<file path="src/rtl/epfa_pkg.sv">
package epfa_pkg;
    localparam int NUM_EP     = 4;
    localparam int EP_W       = 2;
    localparam int BYTE_W     = 8;
    localparam int FIFO_DEPTH = 8;
    localparam int ADDR_W     = 3;

    localparam logic [ADDR_W-1:0] ADDR_CTL = 3'd0;
    localparam logic [ADDR_W-1:0] ADDR_STS = 3'd1;

    // command/status bit positions
    localparam int CTL_REQ   = 0;
    localparam int CTL_DIR   = 1;
    localparam int CTL_CLR   = 2;
    localparam int CTL_SEL   = 3;
    localparam int CTL_SETUP = 5;
    localparam int CTL_RDY   = 6;
    localparam int CTL_ZLP   = 7;

    // line status bit positions
    localparam int STS_CRC   = 0;
    localparam int STS_EOT   = 1;
    localparam int STS_FAULT = 2;
    localparam int STS_IRQC  = 3;

    typedef enum logic [2:0] {
        HS_IDLE,
        HS_WRITE,
        HS_WR_CLOSE,
        HS_READ,
        HS_RD_DONE
    } hs_state_t;
endpackage

</file>
<file path="src/rtl/epfa_fifo.sv">
module epfa_fifo #(
    parameter int DEPTH = 8,
    parameter int DW    = 8
) (
    input  logic          clk,
    input  logic          rst_n,
    input  logic          clr,
    input  logic          push,
    input  logic [DW-1:0] push_data,
    input  logic          pop,
    output logic [DW-1:0] head,
    output logic          empty,
    output logic          full
);
    localparam int PTR_W = (DEPTH > 1) ? $clog2(DEPTH) : 1;
    localparam int CNT_W = $clog2(DEPTH + 1);
    localparam logic [PTR_W-1:0] PTR_LAST = PTR_W'(DEPTH - 1);
    localparam logic [CNT_W-1:0] CNT_FULL = CNT_W'(DEPTH);

    logic [DW-1:0]    mem [DEPTH];
    logic [PTR_W-1:0] wr_ptr, rd_ptr;
    logic [CNT_W-1:0] count;
    logic             do_push, do_pop;

    function automatic logic [PTR_W-1:0] bump(input logic [PTR_W-1:0] p);
        return (p == PTR_LAST) ? '0 : p + 1'b1;
    endfunction

    assign empty   = (count == '0);
    assign full    = (count == CNT_FULL);
    assign do_push = push && !full;
    assign do_pop  = pop && !empty;
    assign head    = mem[rd_ptr];

    always_ff @(posedge clk or negedge rst_n) begin
        if (!rst_n) begin
            wr_ptr <= '0;
            rd_ptr <= '0;
            count  <= '0;
        end else if (clr) begin
            wr_ptr <= '0;
            rd_ptr <= '0;
            count  <= '0;
        end else begin
            if (do_push) wr_ptr <= bump(wr_ptr);
            if (do_pop)  rd_ptr <= bump(rd_ptr);
            unique case ({do_push, do_pop})
                2'b10:   count <= count + 1'b1;
                2'b01:   count <= count - 1'b1;
                default: count <= count;
            endcase
        end
    end

    always_ff @(posedge clk) begin
        if (do_push && !clr) mem[wr_ptr] <= push_data;
    end

    // occupancy never exceeds the depth
    a_r6_count_bound: assert property (@(posedge clk) disable iff (!rst_n)
        count <= CNT_FULL) else $error("queue count above depth");

    // a clear always leaves the queue empty
    a_r7_clear_empties: assert property (@(posedge clk) disable iff (!rst_n)
        clr |=> empty) else $error("queue not empty after clear");

    // a push into a full queue with no pop keeps it full and unchanged
    a_r6_full_push_dropped: assert property (@(posedge clk) disable iff (!rst_n)
        (full && push && !pop && !clr) |=> (full && $stable(wr_ptr)))
        else $error("push into full queue changed it");
endmodule

</file>
<file path="src/rtl/epfa_handshake.sv">
module epfa_handshake
    import epfa_pkg::*;
(
    input  logic clk,
    input  logic rst_n,
    input  logic flush,
    input  logic req,
    input  logic dir,
    output logic wr_open,
    output logic rd_open
);
    hs_state_t state_q, state_d;

    always_ff @(posedge clk or negedge rst_n) begin
        if (!rst_n)     state_q <= HS_IDLE;
        else if (flush) state_q <= HS_IDLE;
        else            state_q <= state_d;
    end

    always_comb begin
        state_d = state_q;
        unique case (state_q)
            HS_IDLE: begin
                if (req && dir)       state_d = HS_WRITE;
                else if (req && !dir) state_d = HS_READ;
            end
            HS_WRITE: begin
                if (!req)      state_d = HS_IDLE;
                else if (!dir) state_d = HS_WR_CLOSE;
            end
            HS_WR_CLOSE: begin
                if (!req) state_d = HS_IDLE;
            end
            HS_READ: begin
                if (!req)     state_d = HS_IDLE;
                else if (dir) state_d = HS_RD_DONE;
            end
            HS_RD_DONE: begin
                if (!req) state_d = HS_IDLE;
            end
            default: state_d = HS_IDLE;
        endcase
    end

    always_comb begin
        wr_open = (state_q == HS_WRITE);
        rd_open = (state_q == HS_READ);
    end

    // a completed read never reopens while the request stays up
    a_r4_read_done_sticky: assert property (@(posedge clk) disable iff (!rst_n)
        (state_q == HS_RD_DONE && req && !flush) |=> !rd_open)
        else $error("read job reopened without new request");

    // a closed write never reopens while the request stays up
    a_r3_write_close_sticky: assert property (@(posedge clk) disable iff (!rst_n)
        (state_q == HS_WR_CLOSE && req && !flush) |=> !wr_open)
        else $error("write job reopened without new request");

    // a bus reset leaves no job open
    a_r13_flush_idles: assert property (@(posedge clk) disable iff (!rst_n)
        flush |=> (!wr_open && !rd_open)) else $error("job open after bus reset");
endmodule

</file>
<file path="src/rtl/epfa_irq.sv">
module epfa_irq
    import epfa_pkg::*;
(
    input  logic            clk,
    input  logic            rst_n,
    input  logic            tok_valid,
    input  logic [EP_W-1:0] tok_ep,
    input  logic            tok_nak,
    input  logic            filter_on,
    output logic            usb_irq
);
    logic fire;

    always_comb begin
        fire = 1'b0;
        if (tok_valid) begin
            if (!tok_nak)                        fire = 1'b1;
            else if (!filter_on && tok_ep == '0) fire = 1'b1;
        end
    end

    always_ff @(posedge clk or negedge rst_n) begin
        if (!rst_n) usb_irq <= 1'b0;
        else        usb_irq <= fire;
    end

    // NAKed tokens never interrupt with the filter on
    a_r12_nak_filtered: assert property (@(posedge clk) disable iff (!rst_n)
        (filter_on && tok_valid && tok_nak) |=> !usb_irq)
        else $error("interrupt on filtered NAK");

    // data movement always interrupts
    a_r12_data_irq: assert property (@(posedge clk) disable iff (!rst_n)
        (tok_valid && !tok_nak) |=> usb_irq)
        else $error("missing interrupt on data token");
endmodule

</file>
<file path="src/rtl/ep_fifo_access_ctrl.sv">
module ep_fifo_access_ctrl
    import epfa_pkg::*;
#(
    parameter int DEPTH = FIFO_DEPTH
) (
    input  logic                clk,
    input  logic                rst_n,
    input  logic                bus_reset,
    input  logic                reg_wr,
    input  logic                reg_rd,
    input  logic [ADDR_W-1:0]   reg_addr,
    input  logic [BYTE_W-1:0]   reg_wdata,
    output logic [BYTE_W-1:0]   reg_rdata,
    input  logic                eng_push,
    input  logic [EP_W-1:0]     eng_push_ep,
    input  logic [BYTE_W-1:0]   eng_push_data,
    input  logic                eng_pop,
    input  logic [EP_W-1:0]     eng_pop_ep,
    output logic [BYTE_W-1:0]   eng_pop_data,
    output logic [NUM_EP-1:0]   fifo_empty,
    output logic [NUM_EP-1:0]   fifo_full,
    input  logic                eng_setup,
    input  logic                eng_zlp,
    input  logic                eng_crc_err,
    input  logic                eng_eot,
    input  logic                suspend,
    input  logic                tok_valid,
    input  logic [EP_W-1:0]     tok_ep,
    input  logic                tok_nak,
    output logic                usb_irq
);
    // command register state
    logic            req_q, dir_q, setup_q, zlp_q;
    logic [EP_W-1:0] sel_q;
    // status register state
    logic            crc_q, irqc_q;

    logic            wr_ctl, wr_sts, clr_pulse;
    logic [EP_W-1:0] clr_sel;
    logic            wr_open, rd_open, wr_act, rd_act, ready;
    logic            data_hit, mcu_push, mcu_pop, fault;
    logic [BYTE_W-1:0] head [NUM_EP];

    assign wr_ctl    = reg_wr && (reg_addr == ADDR_CTL);
    assign wr_sts    = reg_wr && (reg_addr == ADDR_STS);
    assign clr_pulse = wr_ctl && reg_wdata[CTL_CLR] && !bus_reset;
    assign clr_sel   = reg_wdata[CTL_SEL +: EP_W];
    assign fault     = suspend && !eng_eot;

    always_ff @(posedge clk or negedge rst_n) begin
        if (!rst_n) begin
            req_q   <= 1'b0;
            dir_q   <= 1'b0;
            sel_q   <= '0;
            setup_q <= 1'b0;
            zlp_q   <= 1'b0;
        end else if (bus_reset) begin
            req_q   <= 1'b0;
            dir_q   <= 1'b0;
            sel_q   <= '0;
            setup_q <= 1'b0;
            zlp_q   <= 1'b0;
        end else begin
            if (wr_ctl) begin
                req_q <= reg_wdata[CTL_REQ];
                dir_q <= reg_wdata[CTL_DIR];
                sel_q <= reg_wdata[CTL_SEL +: EP_W];
            end
            setup_q <= eng_setup | (setup_q & (!wr_ctl | reg_wdata[CTL_SETUP]));
            zlp_q   <= eng_zlp   | (zlp_q   & (!wr_ctl | reg_wdata[CTL_ZLP]));
        end
    end

    always_ff @(posedge clk or negedge rst_n) begin
        if (!rst_n) begin
            crc_q  <= 1'b0;
            irqc_q <= 1'b0;
        end else begin
            crc_q <= eng_crc_err | (crc_q & (!wr_sts | reg_wdata[STS_CRC]));
            if (wr_sts) irqc_q <= reg_wdata[STS_IRQC];
        end
    end

    epfa_handshake u_hs (
        .clk     (clk),
        .rst_n   (rst_n),
        .flush   (bus_reset),
        .req     (req_q),
        .dir     (dir_q),
        .wr_open (wr_open),
        .rd_open (rd_open)
    );

    // job is live only while the register still asks for it
    assign wr_act   = wr_open && req_q && dir_q;
    assign rd_act   = rd_open && req_q && !dir_q;
    assign ready    = (wr_act && !fifo_full[sel_q]) || (rd_act && !fifo_empty[sel_q]);
    assign data_hit = reg_addr[ADDR_W-1] && (reg_addr[EP_W-1:0] == sel_q);
    assign mcu_push = reg_wr && data_hit && ready && wr_act;
    assign mcu_pop  = reg_rd && data_hit && ready && rd_act;

    for (genvar i = 0; i < NUM_EP; i++) begin : g_q
        logic mine_mcu_push, mine_mcu_pop, f_push, f_pop, f_clr;
        logic [BYTE_W-1:0] f_data;

        assign mine_mcu_push = mcu_push && (sel_q == EP_W'(i));
        assign mine_mcu_pop  = mcu_pop  && (sel_q == EP_W'(i));
        assign f_push = mine_mcu_push || (eng_push && eng_push_ep == EP_W'(i));
        assign f_data = mine_mcu_push ? reg_wdata : eng_push_data;
        assign f_pop  = mine_mcu_pop  || (eng_pop && eng_pop_ep == EP_W'(i));
        assign f_clr  = clr_pulse && (clr_sel == EP_W'(i));

        epfa_fifo #(.DEPTH(DEPTH), .DW(BYTE_W)) u_fifo (
            .clk       (clk),
            .rst_n     (rst_n),
            .clr       (f_clr),
            .push      (f_push),
            .push_data (f_data),
            .pop       (f_pop),
            .head      (head[i]),
            .empty     (fifo_empty[i]),
            .full      (fifo_full[i])
        );
    end

    assign eng_pop_data = head[eng_pop_ep];

    always_comb begin
        reg_rdata = '0;
        if (reg_addr == ADDR_CTL) begin
            reg_rdata[CTL_REQ]            = req_q;
            reg_rdata[CTL_DIR]            = dir_q;
            reg_rdata[CTL_SEL +: EP_W]    = sel_q;
            reg_rdata[CTL_SETUP]          = setup_q;
            reg_rdata[CTL_RDY]            = ready;
            reg_rdata[CTL_ZLP]            = zlp_q;
        end else if (reg_addr == ADDR_STS) begin
            reg_rdata[STS_CRC]   = crc_q;
            reg_rdata[STS_EOT]   = eng_eot;
            reg_rdata[STS_FAULT] = fault;
            reg_rdata[STS_IRQC]  = irqc_q;
        end else if (data_hit && rd_act && ready) begin
            reg_rdata = head[sel_q];
        end
    end

    epfa_irq u_irq (
        .clk       (clk),
        .rst_n     (rst_n),
        .tok_valid (tok_valid),
        .tok_ep    (tok_ep),
        .tok_nak   (tok_nak),
        .filter_on (irqc_q),
        .usb_irq   (usb_irq)
    );

    // bus reset empties the command register
    a_r13_bus_reset_clears: assert property (@(posedge clk) disable iff (!rst_n)
        bus_reset |=> (!req_q && !dir_q && sel_q == '0 && !setup_q && !zlp_q && !ready))
        else $error("command register not cleared by bus reset");

    // SETUP flag holds until firmware writes 0 there
    a_r8_setup_sticky: assert property (@(posedge clk) disable iff (!rst_n)
        (setup_q && !bus_reset && !(wr_ctl && !reg_wdata[CTL_SETUP])) |=> setup_q)
        else $error("SETUP flag lost");

    // a SETUP pulse is never missed
    a_r8_setup_captured: assert property (@(posedge clk) disable iff (!rst_n)
        (eng_setup && !bus_reset) |=> setup_q) else $error("SETUP pulse missed");

    // CRC flag captured
    a_r10_crc_captured: assert property (@(posedge clk) disable iff (!rst_n)
        eng_crc_err |=> crc_q) else $error("CRC error missed");

    // readiness needs an active request
    a_r4_ready_needs_req: assert property (@(posedge clk) disable iff (!rst_n)
        ready |-> req_q) else $error("ready without request");
endmodule

</file>
<file path="config.mk">
export PLATFORM = sky130hd
export DESIGN_NAME = ep_fifo_access_ctrl
export DESIGN_NICKNAME = d
export VERILOG_FILES = /design/src/rtl/epfa_pkg.sv /design/src/rtl/epfa_fifo.sv /design/src/rtl/epfa_handshake.sv /design/src/rtl/epfa_irq.sv /design/src/rtl/ep_fifo_access_ctrl.sv
export SDC_FILE = /design/constraint.sdc
export NUM_CORES = 1
export LEC_CHECK = 0
export BUFFER_PORTS_ARGS = -buffer_cell sky130_fd_sc_hd__buf_2
export CAP_MARGIN = 40
export CORE_UTILIZATION = 55
export DETAILED_ROUTE_END_ITERATION = 7
export GPL_TIMING_DRIVEN = 0
export PLACE_DENSITY = 0.76
export SETUP_SLACK_MARGIN = 0.4
export SLEW_MARGIN = 0
export SYNTH_ARGS = -nofsm -noshare
export SYNTH_HDL_FRONTEND = slang
export SYNTH_SLANG_ARGS = --single-unit
</file>
<file path="constraint.sdc">
create_clock -name clk -period 3 [get_ports clk]
set_input_delay 0.6 -clock clk [delete_from_list [all_inputs] [get_ports clk]]
set_output_delay 0.6 -clock clk [all_outputs]
set_load 0.01 [all_outputs]
</file>
# Word-level counts from Yosys, hierarchy flattened
# Memories as Yosys holds them, arrays and structs flattened.
# Index checks and enable logic that the tools add are counted.
totals:
  regBits: 52
  ramBits: 256
  n_memories: 4
mem_list:
  columns: ["name", "depth", "width", "read_ports", "rd_ports_with_merged_regs", "wr", "line_no", "rtl"]
  rows:
  - ["g_q[0].u_fifo.mem", 8, 8, 1, 0, 1, "epfa_fifo.sv:20", "logic [DW-1:0] mem [DEPTH];"]
  - ["g_q[1].u_fifo.mem", 8, 8, 1, 0, 1, "epfa_fifo.sv:20", null]
  - ["g_q[2].u_fifo.mem", 8, 8, 1, 0, 1, "epfa_fifo.sv:20", null]
  - ["g_q[3].u_fifo.mem", 8, 8, 1, 0, 1, "epfa_fifo.sv:20", null]
classes:
  addsub: 16
  magnitude_cmp: 3
  eq_ne: 42
  muxes: 80
  bitwise: 11
  n_reduce_logical: 110
op_table:
  columns: ["op", "n"]
  rows:
  - ["2-to-1 mux 3 bit", 32]
  - ["2-to-1 mux 8 bit", 9]
  - ["logical AND 1 bit", 55]
  - ["binary-select mux 8 bit (select 2 bit)", 2]
  - ["one-hot mux 4 bit (2 select lines)", 4]
  - ["equality test 3 bit (second input constant)", 9]
  - ["adder 3 x 1 -> 3 bit (second input constant)", 8]
  - ["equality test 2 bit (second input constant)", 12]
  - ["2-to-1 mux 4 bit", 6]
  - ["zero test 1 bit", 20]
  - ["2-to-1 mux 1 bit", 20]
  - ["nonzero test 2 bit", 9]
  - ["adder 4 x 1 -> 4 bit (second input constant)", 4]
  - ["equality test 2 x 1 -> 1 bit (second input constant)", 8]
  - ["equality test 4 bit (second input constant)", 4]
  - ["zero test 4 bit", 4]
  - ["subtractor 4 x 1 -> 4 bit (second input constant)", 4]
  - ["one-hot mux 3 bit (4 select lines)", 1]
  - ["nonzero test 3 bit", 4]
  - ["zero test 2 bit", 5]
  - ["logical OR 1 bit", 9]
  - ["inequality test 4 bit (second input constant)", 2]
  - ["equality test 3 x 1 -> 1 bit (second input constant)", 2]
  - ["equality test 3 x 2 -> 1 bit (second input constant)", 2]
  - ["other kinds (14)", 27]

# Logic depth before layout (Yosys ltp)
# Gate-level depths: netlist of the first run.
logic_depth:
  ltp_word: 14
  depth_mapped: 15

# Modules after synthesis
# From an unflattened synthesis of the first run, not the netlist that was laid out.
unflattened:
  cells_unflattened: 865
  hier_area_um2: 14407.6
modules_own_cells:
  columns: ["module", "n_inst", "cells_per_inst", "area_per_inst_um2", "seq_area_each_um2"]
  rows:
  - ["epfa_fifo (g_q[1].u_fifo)", 1, 175, 3193.1, 2172.1]
  - ["epfa_fifo (g_q[2].u_fifo)", 1, 174, 3146.8, 2172.1]
  - ["epfa_fifo (g_q[0].u_fifo)", 1, 173, 3140.5, 2172.1]
  - ["epfa_fifo (g_q[3].u_fifo)", 1, 172, 3138.0, 2172.1]
  - ["ep_fifo_access_ctrl", 1, 154, 1589.0, 200.2]
  - ["epfa_handshake", 1, 14, 161.4, 75.1]
  - ["epfa_irq", 1, 3, 38.8, 25.0]

# Worst setup path after synthesis of the first run
# OpenSTA, ideal clock, no wires.
synth_timing:
  path_type: "reg-to-reg"
  start: "reg g_q[3].u_fifo.count[1]"
  end: "reg g_q[3].u_fifo.count[3]"
  setup_time_ps: 132
  arrival_time_ps: 3223
  t_required_ps: 2868
  slack_ps: -355
  path_stages_with_launch: 16
  n_path_buf: 1
  synth_period_minus_slack_ps: 3355
  cell_sequence: "dfrtp_1 or4_4 clkinv_2 nand2_2 and4b_1 buf_6 o2111ai_4 a21oi_2 nor2_1 ha_1 a21o_1 a21oi_1 nand3_1 o2bb2ai_1 xnor2_1 nor2_1"
synth_between:
  elab_chain_cells: 14
  elab_cells_between_ends: 30
  classes_between: "2 x add/sub; 3 x eq/ne; 6 x mux; 19 x reduce/logical"
synth_rtl:
  columns: ["element", "line_no", "rtl"]
  rows:
  - ["from (decl)", "epfa_fifo.sv:22", "logic [CNT_W-1:0] count;"]
  - ["from (signal assigned)", "epfa_fifo.sv:48", "2'b10: count <= count + 1'b1;"]
  - ["from (signal assigned)", "epfa_fifo.sv:49", "2'b01: count <= count - 1'b1;"]
  - ["from (signal assigned)", "epfa_fifo.sv:50", "default: count <= count;"]
  - ["zero test 4 bit (*)", "epfa_fifo.sv:29", "assign empty = (count == '0);"]
  - ["net g_q[3].u_fifo.empty", "epfa_fifo.sv:12", "output logic empty,"]
  - ["binary-select mux 1 bit (select 2 bit)", "ep_fifo_access_ctrl.sv:97", "assign ready = (wr_act && !fifo_full[sel_q]) || (rd_act && !fifo_empty[sel_q]);"]
  - ["2-to-1 mux 1 bit (not written as such)", "ep_fifo_access_ctrl.sv:97", null]
  - ["zero test 1 bit", "ep_fifo_access_ctrl.sv:97", null]
  - ["logical AND 1 bit", "ep_fifo_access_ctrl.sv:97", null]
  - ["logical OR 1 bit", "ep_fifo_access_ctrl.sv:97", null]
  - ["logical AND 1 bit (on tied branches) (2 in a row)", "ep_fifo_access_ctrl.sv:100, ep_fifo_access_ctrl.sv:99", null]
  - ["logical AND 1 bit (on tied branches)", "ep_fifo_access_ctrl.sv:107, ep_fifo_access_ctrl.sv:106", null]
  - ["logical OR 1 bit (on tied branches)", "ep_fifo_access_ctrl.sv:110, ep_fifo_access_ctrl.sv:108", null]
  - ["logical AND 1 bit (on tied branches)", "epfa_fifo.sv:32, epfa_fifo.sv:31", null]
  - ["equality test 2 x 1 -> 1 bit / equality test 2 bit (equally long branches)", "epfa_fifo.sv:47", "unique case ({do_push, do_pop})"]
  - ["one-hot mux 4 bit (2 select lines)", "epfa_fifo.sv:47", null]
  - ["2-to-1 mux 4 bit", "epfa_fifo.sv:40", "end else if (clr) begin"]
# Mark *: on every way through the listed nets, which the timed path passes. The rest lies on a longest branch. The select of a mux whose other input is x is not followed.
# A chain may end at the register's enable or synchronous reset.

# Worst setup path after layout of the first run
layout_timing:
  start: "reg g_q[3].u_fifo.rd_ptr[0]"
  end: "out reg_rdata[6]"
layout_between:
  elab_chain_cells: 7
layout_rtl:
  columns: ["element", "line_no", "rtl"]
  rows:
  - ["from (decl)", "epfa_fifo.sv:21", "logic [PTR_W-1:0] wr_ptr, rd_ptr;"]
  - ["from (signal assigned)", "epfa_fifo.sv:46", "if (do_pop) rd_ptr <= bump(rd_ptr);"]
  - ["memory read (8 x 8 bit)", null, null]
  - ["binary-select mux 8 bit (select 2 bit)", "ep_fifo_access_ctrl.sv:143", "reg_rdata = head[sel_q];"]
  - ["2-to-1 mux 8 bit (not written as such) (2 in a row)", "ep_fifo_access_ctrl.sv:143", null]
  - ["2-to-1 mux 8 bit", "ep_fifo_access_ctrl.sv:142", "end else if (data_hit && rd_act && ready) begin"]
  - ["2-to-1 mux 4 bit", "ep_fifo_access_ctrl.sv:137", "end else if (reg_addr == ADDR_STS) begin"]
  - ["2-to-1 mux 5 bit", "ep_fifo_access_ctrl.sv:130", "if (reg_addr == ADDR_CTL) begin"]
  - ["to (decl)", "ep_fifo_access_ctrl.sv:13", "output logic [BYTE_W-1:0] reg_rdata,"]
# No other way between the ends. The select of a mux whose other input is x is not followed.

==> impl_metrics.toml, run 1 <==
[clocking]
clk_transition_reported_paths_ns = 0.07
cts_tree = "built"
cts.root.buffer_cell = "sky130_fd_sc_hd__clkbuf_16"
insertion_delay_ns = 0.58
hold_buffers = 0
cts-buffers-inserted = 31
clockBufferDepth = 3
clock_sinks = 308
cts-htree-levels = 1

[die]
core_area_um2 = 25200
floorplan.initialDensity = 0.561
floorplan.die_area_um2 = 26400
top_level_ports = 64
die_width_um = 162
die_y_um = 162
row_count = 58

[finish]
final_net_count = 1173
area.sequential_um2 = 9010
drive_above_1_share = 0.526
final_area_um2 = 19300
area.growth.synth_to_final_pct = 36.4
layout.filler_cells = 1292
multi_input_combinational_cell_area_um2 = 6110
antenna_cells_inserted = 0
finish.utilization = 0.766

[placed_design]
dpl.hpwl_um = 23000
placed_area_um2 = 15400
gp_congestion = 0.816
place_ws_ns = -0.892
io_buffer_count = 62

[sta]
fmaxAchievable_ghz = 0.290
rsz0062_at_grt = "yes"
timing.max_slew.rel_slack = 0.459
setup_violations = 253
timing_max_transition_violations_final = 0
timing.hold.ws_ns = 0.0586
timing.final.crit_period_ns = 3.45
worstMarginPinSlew_ns = 0.812
worst_slack_ns = -0.447
report.final.hold_viol_count = 0
layout_worst_path_cycle_share = 1.15
skew_ns = 0.0163

[global_route]
grt_pass1_vias = 9076
grt_first_pass_wirelength_um = 54200
grt_use_total = 0.283
antenna_found_initial = 0
grt_start_max_net_pins = 32
grt_overflow_total = 0

[yosys]
synth-warning-count = 0
syn_nets = 922
register_bit_count_reported_by_yosys = 308
synth.largest_area_cell = "sky130_fd_sc_hd__edfxtp_1"
netlist_area_um2 = 14100
synth.top_cells.by_count = "256 x sky130_fd_sc_hd__edfxtp_1, 80 x sky130_fd_sc_hd__mux4_2, 73 x sky130_fd_sc_hd__nor2_1, 52 x sky130_fd_sc_hd__dfrtp_1, 41 x sky130_fd_sc_hd__mux2i_1"
synth.distinct_cells = 69
synth_sequential_area_ratio = 0.636
synth_most_common_cell = "sky130_fd_sc_hd__edfxtp_1"
synthCells = 858
number_of_flops_mapped_to_enable_cells_by_yosys = 256
yosys_most_used_dff = "sky130_fd_sc_hd__edfxtp_1"
synth_top_cells_by_area = "sky130_fd_sc_hd__edfxtp_1 54%, sky130_fd_sc_hd__mux4_2 13%, sky130_fd_sc_hd__dfrtp_1 9.2%"
post_synth.cell_area_avg_um2 = 16.5
async_flop_share = 0.169
synthDominantCellAreaShare = 0.544

[setup_path]
cp-start-kind = "register"
timing.setup.critical_path_class = "register to output pin"
timing.critical_path.to_type = "output pin"
timing.critical_path.required_ns = 2.40
worst_ep_arrival_time_ns = 2.85
critPathMaxFanout = 5

[worst_hold_path]
hold_class = "primary input to asynchronous set/reset pin"

[detailed_routing]
drt_drc_violations_left = 0
drt_pre_antenna_iters = 5
initialDrtViolationCount = 869
detailroute.via_count = 9385
detail_route.wirelength_um = 40600
detail-route-antenna-nets = 0
detail_route.vias_per_cell = 6.41
routed_wire_length_per_instance_um = 27.7

[power]
power_leakage_uw = 0.00697
irDropWorstVdd_mv = 0.580
power.density_nw_per_um2 = 798

[status]
run_status = "finished, violations left"
violations = "negative setup slack"

[flow_run]
max_cap_violations = 0
## final cells by class
type                    count  area share
flip-flops and latches    308       0.467
multi-input cells         486       0.317
repair buffers            218       0.113
clock buffers              38      0.0431
plain buffers              51      0.0245
well taps                 330      0.0214
clock inverters            20      0.0112
inverters                  13     0.00279
## cells by family after synthesis
group / synth area share
and+or+nand+nor: 0.0817
adders and majority gates: 0.0227
buffers and inverters: 0.0222
DFF: 0.636
AOI/OAI and AO/OA: 0.0432
xor gates and xnor gates: 0.00858
muxes: 0.186
## what timing repair did
item,in CTS,in global routing
cloned,2,1
resized for setup,209,113
pin swaps,53,64
setup buffers,95,56
endpoints found under the setup margin,563,561
## flip-flops by register name (all words and copies together), names as in the netlist
signal / count
crc_q: 1
dir_q: 1
g_q.u_fifo.count: 16
g_q.u_fifo.mem: 256
g_q.u_fifo.rd_ptr: 12
g_q.u_fifo.wr_ptr: 12
irqc_q: 1
req_q: 1
sel_q: 2
setup_q: 1
u_hs.state_q: 3
u_irq.usb_irq: 1
zlp_q: 1
## final timing paths
kind                                         startpoint                       to  slack [ns]  cells after the start
worst max-delay path            g_q[3].u_fifo.rd_ptr[0]             reg_rdata[6]       -0.45                      7
worst min-delay path                              rst_n  g_q[0].u_fifo.rd_ptr[1]        0.06                      1
worst max register to register   g_q[0].u_fifo.count[1]   g_q[2].u_fifo.count[3]       -0.40                     16
worst min register to register                    zlp_q                    zlp_q        0.55                      2
max in group asynchronous                         rst_n   g_q[2].u_fifo.count[1]        2.29                      2
min in group clk                              tok_valid            u_irq.usb_irq        0.27                      2
## per-stage QoR
stage | power, µW | instances | setup TNS (ns)
after CTS | 14600 | 1407 | -5.56
after global routing | 15900 | 1464 | -47.73
final | 15400 | 1464 | -36.64
after global placement | 9350 | 1250 | -83.07
after detailed placement | 9490 | 1252 | -93.75
after floorplan | 8350 | 858 | -0.156
## cell usage in the layout (no fill, tap or decap), drive strengths merged, types with 5 or more instances in the layout
master / n
dfrtp: 52
a22oi: 5
inv: 13
clkinv: 14
nor3: 25
xnor2: 12
mux2: 37
nand2b: 12
nand3b: 6
nor3b: 11
nor2: 74
edfxtp: 256
ha: 24
o21ai: 17
nand2: 25
clkbuf: 58
buf: 249
nor4b: 6
and2: 8
a21oi: 24
mux4: 80
nand3: 7
or3: 5
nand4b: 6
mux2i: 41
## critical path, cell delays in order, from the launching register on
cell and delay, ns:
sky130_fd_sc_hd__dfrtp_1 0.37, sky130_fd_sc_hd__clkbuf_8 0.18, sky130_fd_sc_hd__mux4_2 0.49, sky130_fd_sc_hd__mux2_2 0.30, sky130_fd_sc_hd__mux4_2 0.49, sky130_fd_sc_hd__a21oi_2 0.19, sky130_fd_sc_hd__o31ai_2 0.09, sky130_fd_sc_hd__buf_2 0.15
## layer usage
metal / GRT usage / wire length, µm / up-vias
met5: 0 / 0 / -
met4: 0.0901 / 1570 / 0
met3: 0.0601 / 3540 / 125
met2: 0.472 / 21000 / 534
met1: 0.373 / 14400 / 4805
li1: - / - / 3921
## power breakdown
| group | internal [µW] | switching, µW | total (µW) |
|---|---|---|---|
| Clock | 2320 | 1680 | 4000 |
| Combinational | 3040 | 2780 | 5820 |
| Sequential | 5040 | 533 | 5570 |
| Total | 10400 | 5000 | 15400 |
Power figures use the tool's default switching activity.
==> run 2: changes to the inputs <==
Settings changed: CELL_PAD_IN_SITES_DETAIL_PLACEMENT from default to 1, CELL_PAD_IN_SITES_GLOBAL_PLACEMENT from default to 2, CORE_UTILIZATION 55 to 42, MAX_ROUTING_LAYER from default to met4, PLACE_DENSITY 0.76 to 0.77.
==> run 2 against run 1 <==
Net effect:
- the run still ends with negative setup slack left
- global-route usage is 2.5 points lower
- die area is 31% higher
- final cell count is 8.9% higher
- sequential share of layout area is 0.94 points lower
- fmax rose by 0.50%
- first-iteration DRC count is 18% lower
- via count fell by 2.4%
- sequential power hardly changed
- clock-buffer cell count up 5
- worst setup slack better by 0.017 ns
- clock power increased by 6.3%
- hold slack gained 0.12 ns
==> impl_metrics.toml, run 2 (synthesis results as in run 1) <==
[status]
run_status = "finished, violations left"
violations = "negative setup slack"

[finish]
final_common_cell = "sky130_fd_sc_hd__edfxtp_1"
max_flop_register = "g_q.u_fifo.mem"
antenna_cells_inserted = 0
commonest_non_fill_non_tap_cells_in_the_layout = "256 x sky130_fd_sc_hd__edfxtp_1, 82 x sky130_fd_sc_hd__buf_6, 80 x sky130_fd_sc_hd__mux4_2, 77 x sky130_fd_sc_hd__buf_4, 58 x sky130_fd_sc_hd__buf_2"
largest_registers = "g_q.u_fifo.mem (256), g_q.u_fifo.count (16)"
drive_above_1_share = 0.536
area.growth.synth_to_final_pct = 39.2
finish.utilization = 0.599
final_net_count = 1189
max_reg_flops = 256
layout.filler_cells = 3010

[global_route]
grt_pass1_vias = 9460
grt_overflow_total = 0
grt_first_pass_wirelength_um = 61600
antenna_found_initial = 1
grt_start_max_net_pins = 53
grt_use_total = 0.258

[setup_path]
worst_r2r_path_depth = 18
cp-start-kind = "register"
timing.critical_path.to_type = "output pin"
timing.critical_path.required_ns = 2.40
worst_r2r_start = "g_q[3].u_fifo.count[0]"
worst_ep_arrival_time_ns = 2.83
timing.setup.critical_path_class = "register to output pin"
critPathMaxFanout = 5
reg2reg_setup_slack_ns = -0.35
timing.critical_path.from = "g_q[0].u_fifo.rd_ptr[0]"

[power]
power.density_nw_per_um2 = 799
irDropWorstVdd_mv = 0.412
power_leakage_uw = 0.00710
p_total_uw = 15700

[detailed_routing]
routed_wire_length_per_instance_um = 26.9
detailroute.via_count = 9159
detail-route-antenna-nets = 0
drt_drc_violations_left = 0
detail_route.vias_per_cell = 5.75
detail_route.wirelength_um = 42900
drt_pre_antenna_iters = 5
initialDrtViolationCount = 713

[sta]
layout_worst_path_cycle_share = 1.14
timing_max_transition_violations_final = 0
setup_violations = 178
skew_ns = 0.0225
timing.final.crit_period_ns = 3.43
report.final.hold_viol_count = 0
worstMarginPinSlew_ns = 0.866
worst_slack_ns = -0.430
rsz0062_at_grt = "yes"
fmaxAchievable_ghz = 0.292
timing.max_slew.rel_slack = 0.422

[placed_design]
place_ws_ns = -1.09
gp_congestion = 0.797
io_buffer_count = 62
dpl.hpwl_um = 26200

[clocking]
insertion_delay_ns = 0.53
cts-buffers-inserted = 35
clockBufferDepth = 3
hold_buffers = 0
clock_sinks = 308
cts_tree = "built"
cts-htree-levels = 2
clk_transition_reported_paths_ns = 0.06
cts.root.buffer_cell = "sky130_fd_sc_hd__clkbuf_16"

[worst_hold_path]
hold_class = "primary input to asynchronous set/reset pin"

[die]
die_width_um = 185
row_count = 66
core_area_um2 = 32900
floorplan.initialDensity = 0.430
top_level_ports = 64
die_y_um = 185
floorplan.die_area_um2 = 34400

[flow_run]
max_cap_violations = 0
## run 2: changes by cell type in the layout (fill, tap and decap cells not counted), sizes merged
cell,change
bufinv,-1
clkdlybuf4s15,+1
clkinv,+3
buf,+8
clkinvlp,-1
clkbuf,+8
## run 2: layout make-up
cell class,instances,area [µm²],area share
clock inverter,21,199,0.0101
multi-input combinational,486,6170,0.314
tap,442,553,0.0281
sequential,308,9000,0.458
timing repair buffer,230,2270,0.115
buffer,51,489,0.0249
inverter,13,53.8,0.00273
clock buffer,43,937,0.0476
## run 2: layer usage
| metal | part of all wire | up-vias | wire length, µm | GRT usage |
|---|---|---|---|---|
| met1 | 0.42 | 4874 | 18200 | 0.343 |
| li1 | - | 3954 | - | - |
| met2 | 0.50 | 270 | 21500 | 0.415 |
| met3 | 0.053 | 61 | 2270 | 0.0374 |
| met4 | 0.022 | 0 | 934 | 0.0721 |
| met5 | 0 | - | 0 | - |
## run 2: final timing paths
check | end
max | reg_rdata[6]
min | u_irq.usb_irq
max reg2reg | g_q[0].u_fifo.count[3]
min reg2reg | u_hs.state_q[0]
max in group asynchronous | g_q[3].u_fifo.count[1]
min in group clk | crc_q
## run 2: report_power, final
part,internal [µW],switching (µW)
Sequential,5040,541
Combinational,3100,2800
Clock,2500,1750
Total,10600,5090
## run 2: worst max-delay path, stage by stage (launching register included)
cell and delay, ns:
sky130_fd_sc_hd__dfrtp_1 0.40, sky130_fd_sc_hd__clkbuf_16 0.18, sky130_fd_sc_hd__mux4_2 0.50, sky130_fd_sc_hd__mux2_4 0.32
sky130_fd_sc_hd__mux4_2 0.51, sky130_fd_sc_hd__a21oi_2 0.16, sky130_fd_sc_hd__o31ai_2 0.10, sky130_fd_sc_hd__buf_2 0.15
## run 2: through the flow
stage / instances / TNS [ns] / hold WS (ns) / area [µm²]
6_report: 1594 / -21.20 / 0.181 / 19700
5_1_grt: 1594 / -40.69 / 0.233 / 19700
4_1_cts: 1548 / -6.95 / 0.208 / 18500
3_5_place_dp: 1369 / -126.98 / 0.512 / 15500
3_3_place_gp: 1362 / -116.36 / 0.503 / 15500
2_1_floorplan: 858 / -0.156 / 0.304 / 14600
## run 2: timing repair
action                                  CTS  global route
gates cloned                              0             1
buffers inserted                        115            45
resized for setup                       184           160
pin swaps                                69            55
endpoints found under the setup margin  568           559
